$ cat src/rtl/hspp_pkg.sv
package hspp_pkg;
  typedef enum logic [2:0] {
    C2_IN_FALL  = 3'b000,
    C2_IND_FALL = 3'b001,
    C2_IN_RISE  = 3'b010,
    C2_IND_RISE = 3'b011,
    C2_HSHAKE   = 3'b100,
    C2_PULSE    = 3'b101,
    C2_LOW      = 3'b110,
    C2_HIGH     = 3'b111
  } c2_mode_e;

  localparam logic [3:0] A_DATA  = 4'd0;
  localparam logic [3:0] A_DIR   = 4'd1;
  localparam logic [3:0] A_CTRL  = 4'd2;
  localparam logic [3:0] A_FLAGS = 4'd3;
  localparam logic [3:0] A_ALIAS = 4'd4;

  // pick the rising or falling event according to the select bit
  function automatic logic edge_hit(input logic rise, input logic fall, input logic pick_rise);
    return pick_rise ? rise : fall;
  endfunction

  // C2 modes that react to an edge on c2_in
  function automatic logic c2_is_input(input c2_mode_e m);
    return ~m[2];
  endfunction

  // input modes whose flag survives a data access
  function automatic logic c2_is_indep(input c2_mode_e m);
    return ~m[2] & m[0];
  endfunction
endpackage

$ cat src/rtl/hspp_sync.sv
module hspp_sync #(
  parameter int W = 1
) (
  input  logic         clk,
  input  logic         rst_n,
  input  logic [W-1:0] d,
  output logic [W-1:0] q,
  output logic [W-1:0] rise,
  output logic [W-1:0] fall
);
  logic [W-1:0] s1, s2, s3;

  always_ff @(posedge clk or negedge rst_n) begin
    if (!rst_n) begin
      s1 <= '0;
      s2 <= '0;
      s3 <= '0;
    end else begin
      s1 <= d;
      s2 <= s1;
      s3 <= s2;
    end
  end

  assign q    = s2;
  assign rise = s2 & ~s3;
  assign fall = ~s2 & s3;
endmodule

$ cat src/rtl/hspp_inreg.sv
module hspp_inreg #(
  parameter int W = 8
) (
  input  logic         clk,
  input  logic         rst_n,
  input  logic [W-1:0] pins_s,
  input  logic [W-1:0] out_reg,
  input  logic [W-1:0] dir,
  input  logic         latch_en,
  input  logic         capture,
  input  logic         release_rd,
  output logic [W-1:0] view
);
  logic         latched;
  logic [W-1:0] held;
  logic [W-1:0] src;

  // output bits read back the register, input bits the selected source
  function automatic logic [W-1:0] merge(input logic [W-1:0] d, input logic [W-1:0] o,
                                         input logic [W-1:0] s);
    return (d & o) | (~d & s);
  endfunction

  always_ff @(posedge clk or negedge rst_n) begin
    if (!rst_n) begin
      latched <= 1'b0;
      held    <= '0;
    end else if (capture && latch_en) begin
      latched <= 1'b1;
      held    <= pins_s;
    end else if (release_rd) begin
      latched <= 1'b0;
    end
  end

  assign src  = (latched && latch_en) ? held : pins_s;
  assign view = merge(dir, out_reg, src);
endmodule

$ cat src/rtl/hspp_c2ctl.sv
module hspp_c2ctl
  import hspp_pkg::*;
(
  input  logic     clk,
  input  logic     rst_n,
  input  c2_mode_e mode,
  input  logic     acc_norm,
  input  logic     c1_evt,
  input  logic     c2_rise,
  input  logic     c2_fall,
  input  logic     flag_wclr,
  output logic     c2_evt,
  output logic     c2_out,
  output logic     c2_oe,
  output logic     c2_flag
);
  logic c2_q;
  logic flag_clr;

  assign c2_evt   = c2_is_input(mode) & edge_hit(c2_rise, c2_fall, mode[1]);
  assign flag_clr = (acc_norm & ~c2_is_indep(mode)) | flag_wclr;

  always_ff @(posedge clk or negedge rst_n) begin
    if (!rst_n) begin
      c2_q <= 1'b1;
    end else begin
      unique case (mode)
        C2_HSHAKE: begin
          if (acc_norm)    c2_q <= 1'b0;
          else if (c1_evt) c2_q <= 1'b1;
        end
        C2_PULSE: c2_q <= ~acc_norm;
        C2_LOW:   c2_q <= 1'b0;
        default:  c2_q <= 1'b1;
      endcase
    end
  end

  always_ff @(posedge clk or negedge rst_n) begin
    if (!rst_n)        c2_flag <= 1'b0;
    else if (c2_evt)   c2_flag <= 1'b1;
    else if (flag_clr) c2_flag <= 1'b0;
  end

  assign c2_out = c2_q;
  assign c2_oe  = mode[2];
endmodule

$ cat src/rtl/hspp_port.sv
module hspp_port
  import hspp_pkg::*;
#(
  parameter int W = 8
) (
  input  logic         clk,
  input  logic         rst_n,
  input  logic         cs,
  input  logic         rw,
  input  logic [3:0]   addr,
  input  logic [W-1:0] wdata,
  output logic [W-1:0] rdata,
  input  logic [W-1:0] pin_in,
  output logic [W-1:0] pin_out,
  output logic [W-1:0] pin_oe,
  input  logic         c1_in,
  input  logic         c2_in,
  output logic         c2_out,
  output logic         c2_oe,
  output logic         irq_c1,
  output logic         irq_c2
);
  localparam int CTRL_W = 5;

  logic [W-1:0] out_reg, dir_reg, pins_s, pins_r, pins_f, view;
  logic [1:0]   ctl_s, ctl_r, ctl_f;
  logic         c1_rise_sel, latch_en, c1_flag, c2_flag, c2_evt;
  c2_mode_e     c2_mode;

  // named access events
  logic wr, rd, acc_norm, acc_alias, data_wr, data_rd, flag_wr, c1_evt;
  assign wr        = cs & ~rw;
  assign rd        = cs & rw;
  assign acc_norm  = cs & (addr == A_DATA);
  assign acc_alias = cs & (addr == A_ALIAS);
  assign data_wr   = wr & (acc_norm | acc_alias);
  assign data_rd   = rd & (acc_norm | acc_alias);
  assign flag_wr   = wr & (addr == A_FLAGS);

  hspp_sync #(.W(W)) u_pin_sync (
    .clk(clk), .rst_n(rst_n), .d(pin_in), .q(pins_s), .rise(pins_r), .fall(pins_f)
  );

  hspp_sync #(.W(2)) u_ctl_sync (
    .clk(clk), .rst_n(rst_n), .d({c2_in, c1_in}), .q(ctl_s), .rise(ctl_r), .fall(ctl_f)
  );

  assign c1_evt = edge_hit(ctl_r[0], ctl_f[0], c1_rise_sel);

  always_ff @(posedge clk or negedge rst_n) begin
    if (!rst_n) begin
      out_reg     <= '0;
      dir_reg     <= '0;
      c1_rise_sel <= 1'b0;
      c2_mode     <= C2_IN_FALL;
      latch_en    <= 1'b0;
    end else if (wr) begin
      if (data_wr)         out_reg <= wdata;
      if (addr == A_DIR)   dir_reg <= wdata;
      if (addr == A_CTRL) begin
        c1_rise_sel <= wdata[0];
        c2_mode     <= c2_mode_e'(wdata[3:1]);
        latch_en    <= wdata[4];
      end
    end
  end

  always_ff @(posedge clk or negedge rst_n) begin
    if (!rst_n)                          c1_flag <= 1'b0;
    else if (c1_evt)                     c1_flag <= 1'b1;
    else if (acc_norm || (flag_wr && wdata[0])) c1_flag <= 1'b0;
  end

  hspp_inreg #(.W(W)) u_inreg (
    .clk(clk), .rst_n(rst_n), .pins_s(pins_s), .out_reg(out_reg), .dir(dir_reg),
    .latch_en(latch_en), .capture(c1_evt), .release_rd(data_rd), .view(view)
  );

  hspp_c2ctl u_c2 (
    .clk(clk), .rst_n(rst_n), .mode(c2_mode), .acc_norm(acc_norm), .c1_evt(c1_evt),
    .c2_rise(ctl_r[1]), .c2_fall(ctl_f[1]), .flag_wclr(flag_wr & wdata[1]),
    .c2_evt(c2_evt), .c2_out(c2_out), .c2_oe(c2_oe), .c2_flag(c2_flag)
  );

  always_comb begin
    rdata = '0;
    if (rd) begin
      unique case (addr)
        A_DATA, A_ALIAS: rdata = view;
        A_DIR:           rdata = dir_reg;
        A_CTRL:          rdata = W'({latch_en, c2_mode, c1_rise_sel});
        A_FLAGS:         rdata = W'({c2_flag, c1_flag});
        default:         rdata = '0;
      endcase
    end
  end

  assign pin_out = out_reg & dir_reg;
  assign pin_oe  = dir_reg;
  assign irq_c1  = c1_flag;
  assign irq_c2  = c2_flag;

  logic unused_ok;
  assign unused_ok = ^{pins_r, pins_f, ctl_s, c2_evt, CTRL_W[0]};
endmodule

$ cat config.mk
export PLATFORM = sky130hd
export DESIGN_NAME = hspp_port
export DESIGN_NICKNAME = d
export VERILOG_FILES = /design/src/rtl/hspp_pkg.sv /design/src/rtl/hspp_sync.sv /design/src/rtl/hspp_inreg.sv /design/src/rtl/hspp_c2ctl.sv /design/src/rtl/hspp_port.sv
export SDC_FILE = /design/constraint.sdc
export NUM_CORES = 1
export LEC_CHECK = 0
export ABC_AREA = 1
export CAP_MARGIN = 20
export CELL_PAD_IN_SITES_DETAIL_PLACEMENT = 2
export CELL_PAD_IN_SITES_GLOBAL_PLACEMENT = 2
export CORE_AREA = 2 2 106 87
export DETAILED_ROUTE_END_ITERATION = 16
export DIE_AREA = 0 0 108 89
export DONT_BUFFER_PORTS = 1
export MAX_ROUTING_LAYER = met4
export PLACE_DENSITY_LB_ADDON = 0.15
export SLEW_MARGIN = 20
export SYNTH_ARGS = -nofsm -noshare
export SYNTH_HDL_FRONTEND = slang
export SYNTH_SLANG_ARGS = --single-unit
$ cat constraint.sdc
create_clock -name clk -period 1.9 [get_ports clk]
set_clock_uncertainty 0.1 [all_clocks]
set_input_delay 0.095 -clock clk [delete_from_list [all_inputs] [get_ports clk]]
set_output_delay 0.095 -clock clk [all_outputs]
set_load 0.01 [all_outputs]
Word level (Yosys, flattened, before mapping)
Index checks and enable logic that the tools add are counted.

Equal/unequal tests: 8. Reductions and logical operators: 12. Mux-type cells: 14. Bitwise logic cells: 25.

Operator list (count): $pmux 8 s4 (1); $and 8x8->8 (2); $mux 8 (2); $and 1x1->1 (11); $mux 1 (10); $eq 3x3->1 const B (3); $eq 4x2->1 const B (2); $not 8->8 (1); $or 8x8->8 (1); $reduce_and 2->1 (3); $reduce_bool 2->1 (3); $and 2x2->2 (2); $eq 4x1->1 const B (1); $eq 4x3->1 const B (1); $logic_not 4->1 (1); $not 1->1 (4); $not 2->2 (2); $logic_and 1x1->1 (3); $ne 3x3->1 const B (1); $pmux 1 s3 (1); $or 1x1->1 (2); $reduce_or 2->1 (1); $logic_or 1x1->1 (1).

Register bits: 55. Output and inout bits: 28.

Logic depth before layout (Yosys ltp)
Depth in word-level cells: 7. Gate-level depth with buffers: 7. Depth with buffers taken out: 7.

Cells and area by module
A second synthesis with hierarchy kept.

Cell total of the unflattened synthesis: 363. Area total of the unflattened synthesis: 2934.1 um^2.

By module, submodules not included: hspp_port (times used 1, area an instance 1261.2 um^2, cells an instance 179); hspp_sync at u_pin_sync (times used 1, area an instance 720.7 um^2, cells an instance 56); hspp_inreg (times used 1, area an instance 641.9 um^2, cells an instance 96); hspp_sync at u_ctl_sync (times used 1, area an instance 180.2 um^2, cells an instance 14); hspp_c2ctl (times used 1, area an instance 130.1 um^2, cells an instance 18).

Least setup slack after synthesis
Ideal clock, no wire load.

Path type: register -> output. Start point: reg u_inreg.latched. End point: out rdata[5]. Data arrival time: 1.071 ns. Data required time: 1.705 ns. Buffers on the path: 1. Setup slack: 0.634 ns. Cell stages (with the launch flop): 8. Cells stage by stage: dfrtp_1 -> buf_2 -> nand2_1 -> nand2_1 -> nand3b_1 -> nand2_1 -> nand2_1 -> a21oi_1.

Longest elaborated chain between the ends: 6.

RTL lines: from (decl) (RTL line hspp_inreg.sv:14) `logic latched;`; from (signal assigned) (RTL line hspp_inreg.sv:26) `latched <= 1'b0;`; from (signal assigned) (RTL line hspp_inreg.sv:29) `latched <= 1'b1;`; from (signal assigned) (RTL line hspp_inreg.sv:32) `latched <= 1'b0;`; $logic_and 1x1->1 (RTL line hspp_inreg.sv:36) `assign src = (latched && latch_en) ? held : pins_s;`; $mux 8 (RTL line hspp_inreg.sv:36); $and 8x8->8 (RTL line hspp_inreg.sv:21) `return (d & o) | (~d & s);`; $or 8x8->8 (RTL line hspp_inreg.sv:21); $pmux 8 s4 (RTL line hspp_port.sv:88) `unique case (addr)`; $mux 8 (RTL line hspp_port.sv:87) `if (rd) begin`; to (decl) (RTL line hspp_port.sv:12) `output logic [W-1:0] rdata,`.

No other way between the ends.

Final worst setup path
Start point: reg latch_en. End point: out rdata[4].

Longest elaborated chain between the ends: 6.

RTL lines: from (decl) (RTL line hspp_port.sv:27) `logic c1_rise_sel, latch_en, c1_flag, c2_flag, c2_evt;`; from (signal assigned) (RTL line hspp_port.sv:63) `latch_en <= wdata[4];`; $logic_and 1x1->1 (RTL line hspp_inreg.sv:36); $mux 8 (RTL line hspp_inreg.sv:36); $and 8x8->8 (RTL line hspp_inreg.sv:21); $or 8x8->8 (RTL line hspp_inreg.sv:21); $pmux 8 s4 * (RTL line hspp_port.sv:88); $mux 8 * (RTL line hspp_port.sv:87).

Every way passes the cells marked *; elsewhere a longest branch is shown, timed or not.

==> results.py <==
metrics = {
    "status": {
        "outcome": "finished, final reports clean",
    },
    "sta": {
        "fin_crit_sh_pct": 92.1,
        "slew_violations": 0,
        "fin_ws_ps": 149,
        "period_needed_ps": 1750,
        "clock.fmax_ghz": 0.571,
        "setup_viol": 0,
        "hold_ws_ps": 40.6,
        "slew_headroom_pct": 68.3,
        "tightest_slew_ps": 471,
        "hold_viol": 0,
    },
    "clock_network": {
        "cts_root_buffer": "clkbuf_8",
        "cts_buffers": 5,
        "clkTransAtPathRegs_ps": 110,
        "cts_num_sinks": 55,
        "ctsHtreeMaxLevel": 2,
        "clock_latency_ps": 310,
        "cts_tree": "built",
        "cts_buffer_depth": 2,
    },
    "floorplan": {
        "die_h_um": 89,
        "die_area_um2": 9610,
        "core_area_um2": 8450,
        "io_pins": 54,
        "initial_core_util_pct": 29.8,
        "die_x_um": 108,
        "rows": 30,
    },
    "route": {
        "antenna_left": 0,
        "post_drt_wl_per_cell_um": 15.7,
        "via_per_inst": 4.61,
        "drc_errors": 0,
        "vias": 1974,
        "drtPass1Iterations": 4,
        "wl_um": 6740,
        "drtIter0Drc": 71,
    },
    "worst_setup_path": {
        "cp_top_family": "flip-flops",
        "cp.depth": 6,
        "endpoint_kind": "primary output",
        "rrSetupSlack_ps": 520,
        "crit_end": "rdata[4]",
        "crit_path_frequent_cell": "nand2_1",
        "cp_data_arrival_time_ps": 1560,
        "slowest_delay_ps": 450,
        "r2r-end": "u_c2.c2_out$_DFFE_PN1P_",
        "crit_slowest_cell": "dfrtp_2",
        "path_buf_inv": 0,
        "crit_required_ps": 1700,
        "reg2reg_from": "u_ctl_sync.q[0]$_DFF_PN0_",
        "reg2regPathDepth": 6,
        "critPathMaxFanout": 8,
        "cp-start-kind": "register",
        "path_cells": "nand2_2 -> nand2_1 -> nand3b_1 -> nand2_1 -> nand2_1 -> a21oi_1",
        "worst-setup-path-type": "reg2out",
        "startpoint": "latch_en$_DFFE_PN0P_",
    },
    "synthesis": {
        "synth.area.top_cells": "dfrtp_1, nand2_1, inv_1, o21ai_2, nand3_1",
        "synth_cell_type_count": 25,
        "ys.flop_type": "dfrtp_1",
        "yosysMostFrequentCell": "nand2_1",
        "ys_warn_count": 0,
        "syn_nets": 315,
        "seq_area_frac_synth_pct": 54.8,
        "synthCells": 289,
        "synthArstFlopShare_pct": 100,
        "syn_area_um2": 2510,
        "synth.ff_latch_count": 55,
        "synth_commonest_cells": "nand2_1, dfrtp_1, inv_1",
        "synth_edf_count": 0,
        "synth.avg_cell_area_um2": 8.70,
        "yosysTopAreaCellShare_pct": 53.8,
        "synth_top_area_cell": "dfrtp_1",
    },
    "global_route": {
        "use_met2_pct": 24.4,
        "grt_pass1_vias": 2134,
        "antenna_found_initial": 0,
        "grt_overflow": 0,
        "grt_max_degree": 56,
        "grtUsageMet1_pct": 22.5,
        "grt.busiest_layer": "met2",
        "grt_pass1_wl_um": 11400,
        "grt_usage_pct": 16.2,
        "met3_usage_pct": 3.13,
    },
    "cells_and_area": {
        "diodes": 0,
        "fillers": 982,
        "drive_gt1_share_pct": 13.9,
        "area_growth_pct": 18.2,
        "num-nets-final": 341,
    },
    "min_path": {
        "hold_class": "in2reg",
    },
    "placed_design": {
        "dp_hpwl_um": 4930,
        "post-place-ws_ps": 215,
        "port_buffers": 0,
        "gp_congestion": 0.717,
    },
    "flow_run": {
        "cap_violations": 0,
    },
    "power_and_ir_drop": {
        "p_leak_uw": 0.00149,
        "peakVddDrop_v": 0.000373,
        "power.density_nw_per_um2": 963,
    },
}
[worst min-delay path, delay by kind of cell]
family | cells | cell delay, ps
AND/OR/NAND/NOR | 2 | 230
AO/OA/AOI/OAI | 1 | 100
[cells in the final DEF, fill, tap and decap left out]
cell	count
inv_6	1
o211ai_2	1
o21ai_1	2
dfrtp_1	52
a21oi_1	10
nor2_2	1
nand3b_1	8
nand3_2	1
buf_4	4
nand2_1	80
clkinv_2	1
nand2_2	3
o21ai_0	18
inv_1	47
nor2_4	1
dfrtp_2	2
dlygate4sd3_1	20
nand4_1	1
inv_2	2
nor3_1	3
nand3_1	22
nor3_4	1
o21ai_2	16
nor2_1	9
dfstp_2	1
clkbuf_8	6
nand2_4	2
buf_16	1
[worst min path at each step]
stage	slack [ps]	depth (start not counted)	from	endpoint
final	40	3	addr[0]	latch_en$_DFFE_PN0P_
after global routing	50	3	addr[1]	pin_oe[4]$_DFFE_PN0P_
after CTS	50	5	addr[0]	irq_c1$_DFFE_PN0P_
after detailed placement	-300	0	rst_n	u_pin_sync.s1[5]$_DFF_PN0_
after global placement	-300	0	rst_n	u_pin_sync.s1[5]$_DFF_PN0_
after floorplan	-300	0	rst_n	c1_rise_sel$_DFFE_PN0P_
[timing repair]
item	CTS	global route
gates cloned	0	0
hold buffers	21	0
endpoints found under the hold margin	88	0
buffers inserted	0	1
pin swaps	0	0
gates resized for setup	2	1
setup endpoints to repair	8	6
[cell type report]
class / count / area, µm² / share of cell area (%)
sequential: 55 / 1380 / 46.4
clock inverter: 2 / 13.8 / 0.463
timing repair buffer: 25 / 258 / 8.67
tap: 112 / 140 / 4.72
multi-input combinational: 179 / 913 / 30.7
clock buffer: 6 / 82.6 / 2.78
inverter: 49 / 184 / 6.19
[stage by stage]
step / instances / power (µW) / util (%) / cell area (µm²) / setup TNS (ps)
6_report: 428 / 2860 / 35.2 / 2970 / 0
5_1_grt: 428 / 3090 / 35.2 / 2970 / -8.11
4_1_cts: 427 / 2900 / 35.1 / 2960 / 0
3_5_place_dp: 398 / 2130 / 31.2 / 2640 / 0
3_3_place_gp: 398 / 2110 / 31.2 / 2640 / 0
2_1_floorplan: 289 / 1960 / - / 2510 / 0
[power breakdown]
group | internal, µW | leakage [µW] | total (µW) | switching [µW]
clock | 299 | 0.0000516 | 696 | 397
combinational | 243 | 0.000773 | 598 | 355
sequential | 1380 | 0.000664 | 1570 | 188
[routing by layer]
metal | part of all wire, % | up-vias | routed length [µm]
met5 | 0 | - | 0
met4 | 1.0 | 0 | 69
met3 | 4.9 | 5 | 333
met2 | 45 | 43 | 3060
met1 | 49 | 969 | 3270
li1 | - | 957 | -
[logic make-up after synthesis]
kind of cell	Yosys count	synth area share, %
AO/OA/AOI/OAI	47	12.0
flip-flops	55	54.8
AND/OR/NAND/NOR	132	24.2
buffers and inverters	55	8.96
No activity file was read; power rests on OpenSTA's default activity.
